===== config.mk =====
export PLATFORM = sky130hd
export DESIGN_NAME = ssc_fracdiv_mod
export DESIGN_NICKNAME = d
export VERILOG_FILES = /design/src/rtl/ssc_pkg.sv /design/src/rtl/ssc_cfg_bank.sv /design/src/rtl/ssc_ramp_seq.sv /design/src/rtl/ssc_dev_acc.sv /design/src/rtl/ssc_word_map.sv /design/src/rtl/ssc_fracdiv_mod.sv
export SDC_FILE = /design/constraint.sdc
export NUM_CORES = 1
export LEC_CHECK = 0
export ABC_AREA = 0
export CORE_MARGIN = 8
export CORE_UTILIZATION = 30
export DETAILED_ROUTE_END_ITERATION = 8
export SYNTH_ARGS = -nofsm -noshare
export SYNTH_HDL_FRONTEND = slang
export SYNTH_SLANG_ARGS = --single-unit
export TNS_END_PERCENT = 10

===== constraint.sdc =====
create_clock -name clk -period 8.3 [get_ports clk]
set_input_delay 1.66 -clock clk [delete_from_list [all_inputs] [get_ports clk]]
set_output_delay 1.66 -clock clk [all_outputs]
set_load 0.01 [all_outputs]

===== src/rtl/ssc_pkg.sv =====
package ssc_pkg;

    // Direction of the deviation ramp within one triangle.
    typedef enum logic {
        RAMP_FALL = 1'b0,   // deviation growing, word moving away from nominal
        RAMP_RISE = 1'b1    // deviation shrinking, word returning to nominal
    } ramp_dir_e;

    localparam int BYTE_W          = 8;
    localparam int CTRL_CENTER_BIT = 0;
    localparam int CTRL_ENABLE_BIT = 1;

    function automatic int bytes_for(input int width);
        return (width + BYTE_W - 1) / BYTE_W;
    endfunction

endpackage


===== src/rtl/ssc_cfg_bank.sv =====
module ssc_cfg_bank
    import ssc_pkg::*;
#(
    parameter int INT_W  = 8,
    parameter int FRAC_W = 18,
    parameter int PRM_W  = 16,
    parameter int ADDR_W = 4
) (
    input  logic                      clk,
    input  logic                      rst_n,
    input  logic                      wr_en,
    input  logic [ADDR_W-1:0]         wr_addr,
    input  logic [BYTE_W-1:0]         wr_data,
    input  logic                      load_i,
    output logic                      act_en_o,
    output logic                      act_center_o,
    output logic [INT_W+FRAC_W-1:0]   act_nom_o,
    output logic [PRM_W-1:0]          act_half_o,
    output logic [PRM_W-1:0]          act_step_o,
    output logic [PRM_W-1:0]          act_adj_o,
    output logic [INT_W+FRAC_W-1:0]   act_peak_o
);

    localparam int WORD_W     = INT_W + FRAC_W;
    localparam int INT_BYTES  = bytes_for(INT_W);
    localparam int FRAC_BYTES = bytes_for(FRAC_W);
    localparam int PRM_BYTES  = bytes_for(PRM_W);
    localparam int A_INT      = 0;
    localparam int A_FRAC     = A_INT + INT_BYTES;
    localparam int A_CTRL     = A_FRAC + FRAC_BYTES;
    localparam int A_HALF     = A_CTRL + 1;
    localparam int A_STEP     = A_HALF + PRM_BYTES;
    localparam int A_ADJ      = A_STEP + PRM_BYTES;
    localparam int PROD_RAW   = 2 * PRM_W + 1;
    localparam int PROD_W     = (PROD_RAW > WORD_W + 1) ? PROD_RAW : WORD_W + 1;
    localparam logic [PROD_W-1:0] PEAK_CAP = PROD_W'({WORD_W{1'b1}});

    typedef struct packed {
        logic [INT_W-1:0]  nom_int;
        logic [FRAC_W-1:0] nom_frac;
        logic              center;
        logic              en;
        logic [PRM_W-1:0]  half;
        logic [PRM_W-1:0]  step;
        logic [PRM_W-1:0]  adj;
    } cfg_t;

    typedef struct packed {
        cfg_t              shd;
        cfg_t              act;
        logic [WORD_W-1:0] peak;
    } bank_t;

    bank_t             q, d;
    logic [PROD_W-1:0] prod;

    always_comb begin
        d = q;

        // Shadow byte writes, assembled little-endian within each field.
        for (int k = 0; k < INT_BYTES; k++)
            if (wr_en && wr_addr == ADDR_W'(A_INT + k))
                for (int b = 0; b < BYTE_W; b++)
                    if (k * BYTE_W + b < INT_W) d.shd.nom_int[k * BYTE_W + b] = wr_data[b];

        for (int k = 0; k < FRAC_BYTES; k++)
            if (wr_en && wr_addr == ADDR_W'(A_FRAC + k))
                for (int b = 0; b < BYTE_W; b++)
                    if (k * BYTE_W + b < FRAC_W) d.shd.nom_frac[k * BYTE_W + b] = wr_data[b];

        if (wr_en && wr_addr == ADDR_W'(A_CTRL)) begin
            d.shd.center = wr_data[CTRL_CENTER_BIT];
            d.shd.en     = wr_data[CTRL_ENABLE_BIT];
        end

        for (int k = 0; k < PRM_BYTES; k++) begin
            if (wr_en && wr_addr == ADDR_W'(A_HALF + k))
                for (int b = 0; b < BYTE_W; b++)
                    if (k * BYTE_W + b < PRM_W) d.shd.half[k * BYTE_W + b] = wr_data[b];
            if (wr_en && wr_addr == ADDR_W'(A_STEP + k))
                for (int b = 0; b < BYTE_W; b++)
                    if (k * BYTE_W + b < PRM_W) d.shd.step[k * BYTE_W + b] = wr_data[b];
            if (wr_en && wr_addr == ADDR_W'(A_ADJ + k))
                for (int b = 0; b < BYTE_W; b++)
                    if (k * BYTE_W + b < PRM_W) d.shd.adj[k * BYTE_W + b] = wr_data[b];
        end

        // Peak deviation of the pending settings, saturated to the word range.
        prod = PROD_W'(q.shd.step) * (PROD_W'(q.shd.half) + PROD_W'(1));

        if (load_i) begin
            d.act  = q.shd;
            d.peak = (prod > PEAK_CAP) ? {WORD_W{1'b1}} : prod[WORD_W-1:0];
        end
    end

    always_ff @(posedge clk or negedge rst_n) begin
        if (!rst_n) q <= '0;
        else        q <= d;
    end

    assign act_en_o     = q.act.en;
    assign act_center_o = q.act.center;
    assign act_nom_o    = {q.act.nom_int, q.act.nom_frac};
    assign act_half_o   = q.act.half;
    assign act_step_o   = q.act.step;
    assign act_adj_o    = q.act.adj;
    assign act_peak_o   = q.peak;

    AST_ACTIVE_HOLD: assert property (@(posedge clk) disable iff (!rst_n)
        !load_i |=> ($stable(q.act) && $stable(q.peak)));

endmodule


===== src/rtl/ssc_ramp_seq.sv =====
module ssc_ramp_seq
    import ssc_pkg::*;
#(
    parameter int PRM_W = 16
) (
    input  logic             clk,
    input  logic             rst_n,
    input  logic             en_i,
    input  logic             load_i,
    input  logic [PRM_W-1:0] half_i,
    input  logic [PRM_W-1:0] adj_i,
    output logic             tick_o,
    output ramp_dir_e        dir_o,
    output logic             period_end_o
);

    typedef struct packed {
        logic [PRM_W-1:0] adj_cnt;
        logic [PRM_W-1:0] step_cnt;
        ramp_dir_e        dir;
    } seq_t;

    seq_t q, d;
    logic adj_hit;
    logic half_hit;

    always_comb begin
        d            = q;
        adj_hit      = (q.adj_cnt == adj_i);
        half_hit     = (q.step_cnt == half_i);
        tick_o       = en_i && adj_hit;
        period_end_o = tick_o && half_hit && (q.dir == RAMP_RISE);

        if (load_i) begin
            d = '0;
        end else if (en_i) begin
            if (adj_hit) begin
                d.adj_cnt = '0;
                if (half_hit) begin
                    d.step_cnt = '0;
                    d.dir      = (q.dir == RAMP_FALL) ? RAMP_RISE : RAMP_FALL;
                end else begin
                    d.step_cnt = q.step_cnt + PRM_W'(1);
                end
            end else begin
                d.adj_cnt = q.adj_cnt + PRM_W'(1);
            end
        end
    end

    always_ff @(posedge clk or negedge rst_n) begin
        if (!rst_n) q <= '0;
        else        q <= d;
    end

    assign dir_o = q.dir;

    AST_IDLE_ZERO: assert property (@(posedge clk) disable iff (!rst_n)
        !en_i |-> (q.adj_cnt == '0 && q.step_cnt == '0 && q.dir == RAMP_FALL));
    AST_ADJ_RANGE: assert property (@(posedge clk) disable iff (!rst_n)
        en_i |-> q.adj_cnt <= adj_i);
    AST_STEP_RANGE: assert property (@(posedge clk) disable iff (!rst_n)
        en_i |-> q.step_cnt <= half_i);

endmodule


===== src/rtl/ssc_dev_acc.sv =====
module ssc_dev_acc
    import ssc_pkg::*;
#(
    parameter int WORD_W = 26,
    parameter int PRM_W  = 16
) (
    input  logic              clk,
    input  logic              rst_n,
    input  logic              load_i,
    input  logic              tick_i,
    input  ramp_dir_e         dir_i,
    input  logic [PRM_W-1:0]  step_i,
    output logic [WORD_W-1:0] dev_o
);

    localparam logic [WORD_W:0] DEV_CAP = {1'b0, {WORD_W{1'b1}}};

    typedef struct packed {
        logic [WORD_W-1:0] dev;
    } acc_t;

    acc_t            q, d;
    logic [WORD_W:0] grown;

    always_comb begin
        d     = q;
        grown = {1'b0, q.dev} + (WORD_W + 1)'(step_i);
        if (load_i) begin
            d.dev = '0;
        end else if (tick_i) begin
            if (dir_i == RAMP_FALL)
                d.dev = (grown > DEV_CAP) ? {WORD_W{1'b1}} : grown[WORD_W-1:0];
            else
                d.dev = (q.dev < WORD_W'(step_i)) ? '0 : q.dev - WORD_W'(step_i);
        end
    end

    always_ff @(posedge clk or negedge rst_n) begin
        if (!rst_n) q <= '0;
        else        q <= d;
    end

    assign dev_o = q.dev;

    AST_FALL_NO_WRAP: assert property (@(posedge clk) disable iff (!rst_n)
        (tick_i && dir_i == RAMP_FALL && !load_i) |=> dev_o >= $past(dev_o));
    AST_RISE_NO_WRAP: assert property (@(posedge clk) disable iff (!rst_n)
        (tick_i && dir_i == RAMP_RISE && !load_i) |=> dev_o <= $past(dev_o));

endmodule


===== src/rtl/ssc_word_map.sv =====
module ssc_word_map #(
    parameter int WORD_W = 26
) (
    input  logic              en_i,
    input  logic              center_i,
    input  logic [WORD_W-1:0] nom_i,
    input  logic [WORD_W-1:0] peak_i,
    input  logic [WORD_W-1:0] dev_i,
    output logic [WORD_W-1:0] word_o
);

    localparam int SUM_W = WORD_W + 3;
    localparam logic signed [SUM_W-1:0] WORD_CAP = SUM_W'({WORD_W{1'b1}});

    logic signed [SUM_W-1:0] base;
    logic signed [SUM_W-1:0] sum;

    always_comb begin
        base = $signed({3'b000, nom_i});
        if (center_i) base = base + $signed({3'b000, peak_i >> 1});
        sum = base - $signed({3'b000, dev_i});

        if (!en_i)               word_o = nom_i;
        else if (sum < 0)        word_o = '0;
        else if (sum > WORD_CAP) word_o = {WORD_W{1'b1}};
        else                     word_o = sum[WORD_W-1:0];
    end

endmodule


===== src/rtl/ssc_fracdiv_mod.sv =====
module ssc_fracdiv_mod
    import ssc_pkg::*;
#(
    parameter int INT_W  = 8,
    parameter int FRAC_W = 18,
    parameter int PRM_W  = 16,
    parameter int ADDR_W = 4
) (
    input  logic                    clk,
    input  logic                    rst_n,
    input  logic                    cfg_wr_en,
    input  logic [ADDR_W-1:0]       cfg_addr,
    input  logic [7:0]              cfg_wdata,
    output logic [INT_W+FRAC_W-1:0] div_word
);

    localparam int WORD_W = INT_W + FRAC_W;

    logic              act_en;
    logic              act_center;
    logic [WORD_W-1:0] act_nom;
    logic [PRM_W-1:0]  act_half;
    logic [PRM_W-1:0]  act_step;
    logic [PRM_W-1:0]  act_adj;
    logic [WORD_W-1:0] act_peak;
    logic              tick;
    ramp_dir_e         dir;
    logic              period_end;
    logic              load;
    logic [WORD_W-1:0] dev;

    // Settings move from shadow to active while idle, or as a triangle closes.
    assign load = !act_en || period_end;

    ssc_cfg_bank #(
        .INT_W (INT_W),
        .FRAC_W(FRAC_W),
        .PRM_W (PRM_W),
        .ADDR_W(ADDR_W)
    ) u_cfg (
        .clk         (clk),
        .rst_n       (rst_n),
        .wr_en       (cfg_wr_en),
        .wr_addr     (cfg_addr),
        .wr_data     (cfg_wdata),
        .load_i      (load),
        .act_en_o    (act_en),
        .act_center_o(act_center),
        .act_nom_o   (act_nom),
        .act_half_o  (act_half),
        .act_step_o  (act_step),
        .act_adj_o   (act_adj),
        .act_peak_o  (act_peak)
    );

    ssc_ramp_seq #(
        .PRM_W(PRM_W)
    ) u_seq (
        .clk         (clk),
        .rst_n       (rst_n),
        .en_i        (act_en),
        .load_i      (load),
        .half_i      (act_half),
        .adj_i       (act_adj),
        .tick_o      (tick),
        .dir_o       (dir),
        .period_end_o(period_end)
    );

    ssc_dev_acc #(
        .WORD_W(WORD_W),
        .PRM_W (PRM_W)
    ) u_acc (
        .clk   (clk),
        .rst_n (rst_n),
        .load_i(load),
        .tick_i(tick),
        .dir_i (dir),
        .step_i(act_step),
        .dev_o (dev)
    );

    ssc_word_map #(
        .WORD_W(WORD_W)
    ) u_map (
        .en_i    (act_en),
        .center_i(act_center),
        .nom_i   (act_nom),
        .peak_i  (act_peak),
        .dev_i   (dev),
        .word_o  (div_word)
    );

    AST_IDLE_NOMINAL: assert property (@(posedge clk) disable iff (!rst_n)
        !act_en |-> div_word == act_nom);
    AST_DOWN_CEIL: assert property (@(posedge clk) disable iff (!rst_n)
        (act_en && !act_center) |-> div_word <= act_nom);

endmodule


==> flow_summary_export.csv <==
group,metric,value,unit
detailed_routing,drc_errors,0,
critical_path,cp.required,6640,ps
detailed_routing,wl_per_cell,17.4,µm
detailed_routing,ant_nets,0,
logic_synthesis,synth_simple_gate_area_share,0.164,
detailed_routing,dr_total_vias,18643,
sta,setup_violations,0,
sta,finalHoldViolCount,0,
logic_synthesis,ys_ff_latch,236,
grt,grt_pass1_vias,18952,
floorplanning,start_util,0.301,
critical_path,cp-startpoint,"u_cfg.act_nom_o[0]",
detailed_routing,vias_per_cell,4.98,
logic_synthesis,synth_nets,3082,
detailed_routing,drtPass1Iterations,5,
sta,tightest_slew,1080,ps
floorplanning,die_area,89800,µm²
logic_synthesis,synth_cell_types,79,
cts,clock-sinks,236,
logic_synthesis,postSynthCellCount,2664,
cts,clk_latency,550,ps
place,io_buffer_count,40,
grt,grt_pass1_wl,106000,µm
cts,cts_tree,"yes",
grt,antenna_found_initial,1,
logic_synthesis,synth_adder_area_share,0.275,
cells_and_area,syn_to_final_growth,10.8,%
critical_path,endpoint_kind,"output pin",
floorplanning,die_h,300,µm
logic_synthesis,async_flop_share,1.00,
sta,max_freq,126,MHz
sta,fin_tns_setup,0,ps
logic_synthesis,synth_area_leader_cell,"dfrtp_1",
cells_and_area,final_util,0.334,
place,place_congestion,0.889,
sta,post-route-min-period,7970,ps
critical_path,worstPathArrival,6310,ps
cts,h-tree-depth,1,
logic_synthesis,synth_xor_area_frac,0.0577,
worst_hold_path,hold_path.class,"reg2reg",
sta,finalMaxSlewViolations,0,
logic_synthesis,syn_avg_cell_area,9.06,µm²
floorplanning,core,80000,µm²
cells_and_area,antenna_cells,0,
cells_and_area,layout_common_cells,"nand2_1 (379), inv_1 (345), dfrtp_1 (236), fa_1 (212), ha_1 (191)",
logic_synthesis,synth_area_leaders,"dfrtp_1 (24%), fa_1 (18%), ha_1 (9.9%), nand2_1 (5.9%), inv_1 (5.4%)",
cts,cts_buffers,26,
critical_path,path_max_fanout,24,
detailed_routing,wirelength,65100,µm
sta,relSlewSlack,0.281,
critical_path,reg2reg_from,"u_cfg.q[136]",
status,status,"completed",
critical_path,crit_type,"reg2out",
worst_hold_path,holdCritStartpoint,"u_cfg.q[177]",
worst_hold_path,hold_depth,2,
logic_synthesis,synth_edf_count,0,
critical_path,reg2reg_slack,500,ps
floorplanning,rows,104,
logic_synthesis,yosys_warnings,0,
grt,grt_overflow,0,
logic_synthesis,yosys.area.top_type_share,0.245,
detailed_routing,drtIter0Drc,1150,
cts,clkTransAtPathRegs,60,ps
run,maxCapViolCount,0,
sta,min_period_over_period,0.960,
grt,grt_usage,0.144,
sta,clock_skew,13.0,ps
place,dp_cells,3692,
cts,cts-root-buf,"clkbuf_16",
cells_and_area,layout.nets,3079,
critical_path,worstSetupStartpointType,"flop",
logic_synthesis,synth.cell_area,24100,µm²
floorplanning,die_width,300,µm
sta,rsz0062_at_grt,"no",
logic_synthesis,synth-compound-area-share,0.132,
grt,grt_start_max_net_pins,138,
logic_synthesis,ys_seq_area_frac,0.245,
place,place.detailed.hpwl,49800,µm
critical_path,r2r_cells,27,
cells_and_area,instances_no_fill,3740,
floorplanning,io_pins,41,
logic_synthesis,synth-main-ff-cell,"dfrtp_1",
logic_synthesis,synth.area.mux_share,0.0555,
cells_and_area,layout_commonest_cell,"nand2_1",
logic_synthesis,synth_top_family_by_area,"adder cells",
cts,max-clock-path-buffers,3,
cells_and_area,drive_gt1_frac,0.0922,
final cells by class:
type | count | area, µm²
repair buffers | 76 | 726
multi-input cells | 1975 | 16600
inverters | 346 | 1300
well taps | 1060 | 1330
flip-flops and latches | 236 | 5910
fillers | 8328 | 53300
clock buffers | 34 | 721
clock inverters | 13 | 189
layer usage:
layer  vias to the layer above  part of all wire  track usage
met5                         -                 0            0
met4                         0             0.025       0.0395
met3                        95             0.048       0.0150
met2                       387              0.48        0.243
met1                      9284              0.45        0.196
li1                       8877                 -            -
stage by stage:
stage               setup slack (ps)  hold slack [ps]  area (µm²)
floorplan                        814              433       24100
global placement                 364              446       25800
detailed placement               195              449       25800
CTS                              162              468       26700
global route                    22.5              489       26700
finish                           334              469       26700
worst max-delay path, stage by stage (launching register included):
cell and delay, ps:
dfrtp_1 420, ha_1 250, inv_1 70, fa_1 390, nor2b_1 150, o31ai_1 140, a311oi_1 400, a211o_1 260
nor2b_1 250, a31oi_1 130, xnor2_1 150, mux2_2 290, ha_1 400, nand4_1 170, nor2_1 190, nand2_1 90
o31ai_2 380, a31oi_1 220, o21ai_2 210, buf_4 320, o221a_2 290, clkdlybuf4s50_1 570
registers in the layout (all words and copies together) (netlist names):
signal,count
u_acc.dev_o,26
u_cfg.act_center_o,1
u_cfg.act_half_o,16
u_cfg.act_nom_o,26
u_seq.dir_o,1
u_cfg.act_adj_o,16
u_cfg.q,76
u_cfg.act_peak_o,25
u_cfg.act_en_o,1
u_cfg.act_step_o,16
u_seq.q,32
worst paths after layout:
kind,to
hold / removal,u_cfg.act_nom_o[25]
min in group asynchronous,u_acc.dev_o[1]
hold reg to reg,u_cfg.act_nom_o[25]
setup / recovery,div_word[15]
max in group asynchronous,u_cfg.q[146]
setup reg to reg,u_cfg.act_peak_o[2]
logic make-up (layout without fill, tap and decap cells):
kind of cell	after synthesis	count (layout)
AND/OR/NAND/NOR	839	839
AO/OA/AOI/OAI	454	454
buffers and inverters	453	469
adder cells (fa/ha/maj)	403	403
flip-flops	236	236
XOR/XNOR	159	159
multiplexers	120	120
synthesized netlist by cell type, types with 39 or more instances:
master / instances
a21oi_1: 109
fa_1: 212
inv_1: 345
ha_1: 191
nor3_1: 40
o21ai_0: 83
nand2_1: 380
a21o_1: 40
xnor2_1: 120
xor2_1: 39
nor2_1: 116
mux2_2: 111
and2_1: 119
clkbuf_1: 94
nand3_1: 44
dfrtp_1: 236
repair_timing:
item,4_1_cts,5_1_grt
gates resized for setup,0,8
buffers inserted,0,1
hold buffers,0,0
setup endpoints to repair,0,49
Power is not shown: default switching activity piles up to over one toggle a cycle in this logic, so the estimate is an artifact.
